==> src/rtl/ctlreg_pkg.sv <==
package ctlreg_pkg;
  localparam int IDX_W    = 6;
  localparam int NUM_REGS = 27;
  localparam int NUM_SCR  = 8;

  localparam logic [IDX_W-1:0] IX_CPU_SCR    = 6'd7;
  localparam logic [IDX_W-1:0] IX_TRAP_BASE  = 6'd8;
  localparam logic [IDX_W-1:0] IX_MEM_CTL    = 6'd9;
  localparam logic [IDX_W-1:0] IX_EXC_ADDR   = 6'd10;
  localparam logic [IDX_W-1:0] IX_LEVEL      = 6'd11;
  localparam logic [IDX_W-1:0] IX_TRAP_REQ   = 6'd12;
  localparam logic [IDX_W-1:0] IX_TRAP_EN    = 6'd13;
  localparam logic [IDX_W-1:0] IX_SOFT_REQ   = 6'd14;
  localparam logic [IDX_W-1:0] IX_IMODE      = 6'd15;
  localparam logic [IDX_W-1:0] IX_DMODE      = 6'd16;
  localparam logic [IDX_W-1:0] IX_CTL_STAT   = 6'd17;
  localparam logic [IDX_W-1:0] IX_PAGE_BASE  = 6'd18;
  localparam logic [IDX_W-1:0] IX_CACHE_TEST = 6'd19;
  localparam logic [IDX_W-1:0] IX_CACHE_MODE = 6'd20;
  localparam logic [IDX_W-1:0] IX_EXC_SUM    = 6'd21;
  localparam logic [IDX_W-1:0] IX_EXC_MASK   = 6'd22;
  localparam logic [IDX_W-1:0] IX_CYC        = 6'd23;
  localparam logic [IDX_W-1:0] IX_CYC_CTL    = 6'd24;
  localparam logic [IDX_W-1:0] IX_INT_ID     = 6'd25;
  localparam logic [IDX_W-1:0] IX_FLUSH      = 6'd26;

  typedef enum logic [2:0] {
    ACC_PLAIN, ACC_CLEAR, ACC_RDONLY, ACC_WRONLY, ACC_ONESHOT, ACC_NONE
  } accKind_t;

  // strobes from control to datapath
  typedef struct packed {
    logic             doWrite;
    logic             doClear;
    logic             doSet;
    logic             doRead;
    logic [IDX_W-1:0] sel;
  } regStb_t;

  function automatic accKind_t kindOf(input logic [IDX_W-1:0] ix);
    accKind_t k;
    if (ix < IDX_W'(NUM_SCR)) k = ACC_PLAIN;
    else begin
      case (ix)
        IX_EXC_SUM, IX_EXC_MASK: k = ACC_CLEAR;
        IX_INT_ID:               k = ACC_RDONLY;
        IX_FLUSH:                k = ACC_WRONLY;
        IX_CYC_CTL:              k = ACC_ONESHOT;
        default:                 k = (ix < IDX_W'(NUM_REGS)) ? ACC_PLAIN : ACC_NONE;
      endcase
    end
    return k;
  endfunction

  function automatic logic [63:0] maskOf(input logic [IDX_W-1:0] ix);
    logic [63:0] m;
    case (ix)
      IX_EXC_ADDR:           m = ~64'h2;
      IX_LEVEL:              m = 64'h1F;
      IX_TRAP_REQ,
      IX_TRAP_EN:            m = 64'hF;
      IX_SOFT_REQ:           m = 64'h7_FFF0;
      IX_IMODE, IX_DMODE:    m = 64'h18;
      IX_CTL_STAT:           m = 64'hFF_FFFF_0300;
      IX_PAGE_BASE:          m = 64'hFFFF_FFFF_C000_0000;
      IX_CACHE_TEST:         m = 64'h1FFB;
      IX_CACHE_MODE:         m = 64'h3F;
      default:               m = '1;
    endcase
    return m;
  endfunction
endpackage

==> src/rtl/ctlreg_ctrl.sv <==
module ctlreg_ctrl
  import ctlreg_pkg::*;
(
  input  logic             clk,
  input  logic             rst,
  input  logic [IDX_W-1:0] regIdx,
  input  logic             wrEn,
  input  logic             rdEn,
  input  logic             misspec,
  input  logic             oneShotSet,
  output regStb_t          stb,
  output logic             accErr
);
  accKind_t kind;
  logic wrLive, rdBad, wrBad;

  always_comb begin
    kind   = kindOf(regIdx);
    wrLive = wrEn && !misspec;
    rdBad  = rdEn && (kind == ACC_WRONLY || kind == ACC_ONESHOT || kind == ACC_NONE);
    wrBad  = wrLive && (kind == ACC_RDONLY || kind == ACC_NONE ||
                        (kind == ACC_ONESHOT && oneShotSet));
    stb.doWrite = wrLive && (kind == ACC_PLAIN || kind == ACC_WRONLY);
    stb.doClear = wrLive && (kind == ACC_CLEAR);
    stb.doSet   = wrLive && (kind == ACC_ONESHOT) && !oneShotSet;
    stb.doRead  = rdEn && !rdBad;
    stb.sel     = regIdx;
  end

  always_ff @(posedge clk) begin
    if (rst) accErr <= 1'b0;
    else     accErr <= rdBad || wrBad;
  end


  err_src_chk: assert property (@(posedge clk) disable iff (rst)
    accErr |-> $past(rdEn || wrEn));


  spec_quiet_chk: assert property (@(posedge clk) disable iff (rst)
    (wrEn && misspec && !rdEn) |=> !accErr);
endmodule

==> src/rtl/ctlreg_dp.sv <==
module ctlreg_dp
  import ctlreg_pkg::*;
#(
  parameter logic [63:0] CPU_ID    = 64'd0,
  parameter logic [63:0] TRAP_BASE = 64'h0,
  parameter int          CYC_LO_W  = 32
)(
  input  logic        clk,
  input  logic        rst,
  input  regStb_t     stb,
  input  logic [63:0] wrData,
  output logic        oneShotSet,
  output logic [63:0] rdData
);
  logic [63:0]         regFile [NUM_REGS];
  logic [CYC_LO_W-1:0] cycLo;
  logic [63:0]         rdMux;

  for (genvar i = 0; i < NUM_REGS; i++) begin : g_reg
    localparam logic [IDX_W-1:0] MY_IX = IDX_W'(i);
    localparam logic [63:0] RST_VAL =
      (MY_IX == IX_CPU_SCR)   ? CPU_ID    :
      (MY_IX == IX_TRAP_BASE) ? TRAP_BASE :
      (MY_IX == IX_MEM_CTL)   ? 64'h6     : 64'h0;
    localparam logic [63:0] WR_MASK = maskOf(MY_IX);
    always_ff @(posedge clk) begin
      if (rst) regFile[i] <= RST_VAL;
      else if (stb.sel == MY_IX) begin
        if (stb.doWrite)      regFile[i] <= wrData & WR_MASK;
        else if (stb.doClear) regFile[i] <= 64'h0;
        else if (stb.doSet)   regFile[i] <= 64'h1;
      end
    end
  end

  always_ff @(posedge clk) begin
    if (rst) cycLo <= '0;
    else     cycLo <= cycLo + 1'b1;
  end

  assign oneShotSet = (regFile[IX_CYC_CTL] != 64'h0);

  always_comb begin
    rdMux = 64'h0;
    for (int k = 0; k < NUM_REGS; k++)
      if (stb.sel == IDX_W'(k)) rdMux = regFile[k];
    if (stb.sel == IX_CYC)
      rdMux = {regFile[IX_CYC][63:CYC_LO_W], cycLo};
  end

  always_ff @(posedge clk) begin
    if (rst) rdData <= 64'h0;
    else     rdData <= stb.doRead ? rdMux : 64'h0;
  end


  lvl_mask_chk: assert property (@(posedge clk) disable iff (rst)
    regFile[IX_LEVEL][63:5] == '0);


  exc_bit_chk: assert property (@(posedge clk) disable iff (rst)
    regFile[IX_EXC_ADDR][1] == 1'b0);


  cyc_run_chk: assert property (@(posedge clk) disable iff (rst)
    !$past(rst) |-> cycLo == CYC_LO_W'($past(cycLo) + 1'b1));


  once_chk: assert property (@(posedge clk) disable iff (rst)
    regFile[IX_CYC_CTL] <= 64'h1);


  clr_zero_chk: assert property (@(posedge clk) disable iff (rst)
    (stb.doClear && stb.sel == IX_EXC_SUM) |=> regFile[IX_EXC_SUM] == 64'h0);
endmodule

==> src/rtl/ctl_reg_bank.sv <==
module ctl_reg_bank
  import ctlreg_pkg::*;
#(
  parameter logic [63:0] CPU_ID    = 64'd0,
  parameter logic [63:0] TRAP_BASE = 64'h0,
  parameter int          CYC_LO_W  = 32
)(
  input  logic        clk,
  input  logic        rst,
  input  logic [5:0]  regIdx,
  input  logic [63:0] wrData,
  input  logic        wrEn,
  input  logic        rdEn,
  input  logic        misspec,
  output logic [63:0] rdData,
  output logic        accErr
);
  regStb_t stb;
  logic    oneShotSet;

  ctlreg_ctrl u_ctrl (
    .clk(clk), .rst(rst), .regIdx(regIdx), .wrEn(wrEn), .rdEn(rdEn),
    .misspec(misspec), .oneShotSet(oneShotSet), .stb(stb), .accErr(accErr)
  );

  ctlreg_dp #(.CPU_ID(CPU_ID), .TRAP_BASE(TRAP_BASE), .CYC_LO_W(CYC_LO_W)) u_dp (
    .clk(clk), .rst(rst), .stb(stb), .wrData(wrData),
    .oneShotSet(oneShotSet), .rdData(rdData)
  );


  rd_idle_chk: assert property (@(posedge clk) disable iff (rst)
    !$past(rdEn) |-> rdData == 64'h0);
endmodule

==> config.mk <==
export PLATFORM = sky130hd
export DESIGN_NAME = ctl_reg_bank
export DESIGN_NICKNAME = d
export VERILOG_FILES = /design/src/rtl/ctlreg_pkg.sv /design/src/rtl/ctlreg_ctrl.sv /design/src/rtl/ctlreg_dp.sv /design/src/rtl/ctl_reg_bank.sv
export SDC_FILE = /design/constraint.sdc
export NUM_CORES = 2
export LEC_CHECK = 0
export ABC_CLOCK_PERIOD_IN_PS = 11800
export BUFFER_PORTS_ARGS = -buffer_cell sky130_fd_sc_hd__buf_2
export CORE_MARGIN = 2
export CORE_UTILIZATION = 35
export CTS_CLUSTER_DIAMETER = 120
export DETAILED_ROUTE_END_ITERATION = 6
export SYNTH_ARGS = -nofsm -noshare
export SYNTH_HDL_FRONTEND = slang
export SYNTH_SLANG_ARGS = --single-unit
==> constraint.sdc <==
create_clock -name clk -period 11.8 [get_ports clk]
set_clock_uncertainty 0.05 [all_clocks]
set_input_delay 1.77 -clock clk [delete_from_list [all_inputs] [get_ports clk]]
set_output_delay 1.77 -clock clk [all_outputs]
set_load 0.005 [all_outputs]
==> impl_results.md <==
* Reg-to-Reg End: u_dp.regFile[0][22]
* Worst Path Max Fanout at between 300 and 400
* Post-layout util at 39.7%
* I/O Buffers at approximately 140
* Per-cell routed wire length at ~27 um
* Final Hold Viols at 0
* Share of layout cells above drive strength 1 at 13.4%
* RSZ-0062 raised after global routing: false
* # Max-Cap Violations at 0
* Worst setup EP type: flip-flop
* Die Y at roughly 400 um
* Die width at around 400 um
* Worst VDD drop at around 0.00012 V
* Most frequent CP cell: buf_4
* Hold Path Depth at 1
* M1 wire length at between 70000 and 80000 um
* Residual DRC at 0
* Detailed placement HPWL at a little over 100000 um
* Cell internal pwr at 7.39 mW
* Met3 wire len at 18100 um
* Status: completed
* Total track usage at 21.3%
* Leakage at approximately 23 nW
* Buf/Inv on CP at 4
* Synth Register Bits at between 1000 and 1500
* Cell Area, Synth at between 50000 and 60000 um2
* Setup_tns at 0 ns
* Met2 wire length at about 78000 um
* Tmin final at slightly above 6 ns
* Reg-to-reg setup timing slack at around 7.6 ns
* Die area at 160000 um2
* CP delay by family, top: simple AND/OR/NAND/NOR gates
* Final-report max-slew violation count at 0
* Clock transition at path regs at around 0.060 ns
* Vias per cell at 5.76
* Switch share at between 20 and 25%
* H-tree levels at 3
* Clock share of power at between 40 and 50%
* First-pass GRT wire length at around 250000 um
* Vias in the first global route at between 30000 and 40000
* Final wirelength at about 170000 um
* Worst R2R Path Depth at 6
* Max stage delay on crit path at between 0.7 and 0.8 ns
* Final ANT Viol Nets at 0
* Worst min path class: reg2reg
* Initial Utilization at between 30% and 40%
* Unique masters post-synth at slightly below 100
* Ys flop type: edfxtp_1
* Clock sink count at about 1200
* CP cell instances: clkbuf_8, buf_4, nor2b_2, nand2_4, nand4_4, nor3_4, buf_4, buf_12, and3_1
* Nets at 4346
* DR top layer: met5
* Largest net degree at the start of global routing at 308
* Root Buffer: clkbuf_16
* Combinational share of power at 5.7%
* Slowest stage cell on the critical path: nor2b_2
* Post-synth ARST share at 0%
* Part of the power in registers at between 50 and 60%
* # rows at roughly 150
* Worst slew margin relative to its limit at about a tenth
* CP Data Arrival Time at around 6.5 ns
* Worst-Skew Late Latency at ~0.74 ns
* CTS Buf Count at between 100 and 150
* Post-CTS resize count at 0
* Worst flop-to-flop path startpoint: u_dp.regFile[1][530]
* Peak Freq at between 0.15 and 0.2 GHz
* Gpl congestion at ~0.86
* Io pins at 140
* GRT overflow at 0
* Kind of critical path: in2reg
* Final count of negative-setup-slack endpoints at 0
* Sequential share of the synthesized area at about two thirds
* 1st-iter DRT viols at 5276
* Setup crit start kind: input pin
* DRT Pass-1 Iters at 7
* Area delta synth->final at 12.8%
* Number of enable flip-flop cells after synthesis at between 1000 and 1500
* Non-filler instance count after layout at roughly 6400
* Antenna violations before repair at 29
* Placed cells at 6205
* Final Hold Slack at between 0.4 and 0.5 ns
* Total design power at around 9.6 mW
* Post-Synthesis Cells at about 4100
* Warnings, synthesis at 0
* Placeable Area at 156000 um2
* Via count at about 37000
* Worst Hold End: u_dp.rdData[49]
* Final Cycle Share at approximately half
* Setup Buffers After CTS at 0
* Psw at approximately 2.2 mW
* Clock tree from TritonCTS: built
* CTS Hold Bufs at 0
* Post-Syn Area per Cell at 13.4 um2
* Slew @ Worst Pin at roughly 1.3 ns
* Max Root-Sink Buffers at 3
* Power Dens Cells at approximately 150 nW/um2
* Min-delay src: u_dp.regFile[1][497]
* Worst EP required at about 12 ns
stage by stage:
step	area (um2)	setup slack, ns
6_report	62000	5.70
3_3_place_gp	58000	5.12
5_1_grt	61900	5.63
4_1_cts	61900	5.80
3_5_place_dp	58000	5.03
2_1_floorplan	55900	6.73
registers in the layout, indices dropped and copies added, names as in the netlist:
register,cells
u_dp.rdData,64
u_dp.regFile,1149
u_ctrl.accErr,1
u_dp.cycLo,32
layout by cell type (no fill, tap or decap), drive strengths merged, types with 68 or more instances in the layout:
cell type / n
o21ai: 127
a22oi: 103
and3: 654
nand2: 150
o22ai: 76
buf: 225
nor2: 159
dfxtp: 97
conb: 260
clkbuf: 150
and2: 264
nand3: 68
a21oi: 167
edfxtp: 1149
Yosys cell counts (all sizes together) (27+ instances only):
cell    instances  area (um2)
mux4           61        1370
nor2          159         666
and3          654        4090
edfxtp       1149       34500
a211oi         27         208
o221ai         51         447
a21o           28         210
a21oi         167         836
clkbuf        273        1020
o21ai         127         636
nor4           27         199
and2          264        1650
dfxtp          97        1940
buf           154        1030
o22ai          76         475
a22oi         103         773
mux2           45         507
nor3           46         302
nand2         150         573
nand3          68         340
a221oi         43         377
worst max-delay path by stage:
stage               slack, ns      start  cells past startpoint                    to
CTS                      5.80  regIdx[0]                      5  u_dp.regFile[0][489]
floorplan                6.73  regIdx[5]                      9  u_dp.regFile[0][256]
global placement         5.12  regIdx[0]                      5  u_dp.regFile[0][498]
finish                   5.70  regIdx[0]                      9  u_dp.regFile[1][492]
global route             5.63  regIdx[0]                      5  u_dp.regFile[0][489]
detailed placement       5.03  regIdx[0]                      5  u_dp.regFile[0][507]
power by group through the flow:
stage	Sequential [mW]	Clock (mW)	Combinational, mW
after detailed placement	5.23	0	0.531
after floorplan	5.20	0	0.302
after global placement	5.22	0	0.528
after CTS	5.13	3.94	0.532
after global routing	5.15	4.10	0.569
final	5.13	3.91	0.542
metal layers:
layer | vias to the layer above | track usage, %
li1 | 15894 | -
met1 | 18820 | 31.4
met2 | 2044 | 32.1
met3 | 270 | 3.91
met4 | 20 | 6.11
met5 | - | 0
cells by family (layout without fill, tap and decap cells):
logic type	count (synthesis)	in the layout	share of synthesized area, %
adder cells (fa/ha/maj)	1	1	0.0228
other	1	262	0.00683
buffers and inverters	433	460	3.78
AND/OR/NAND/NOR	1469	1469	15.7
flip-flops	1246	1246	66.3
XOR/XNOR	26	26	0.415
multiplexers	126	126	3.79
AO/OA/AOI/OAI	786	786	9.99
area by class of cell:
class / count / area, um2
Antenna cell: 2 / 5.00
Multi-Input combinational cell: 2668 / 17600
Tap cell: 2058 / 2570
Inverter: 6 / 22.5
Sequential cell: 1246 / 36400
Timing Repair Buffer: 227 / 1390
Clock buffer: 148 / 3150
Clock inverter: 79 / 759
Fill cell: 14490 / 94100
No activity file was read; power rests on OpenSTA's default activity.
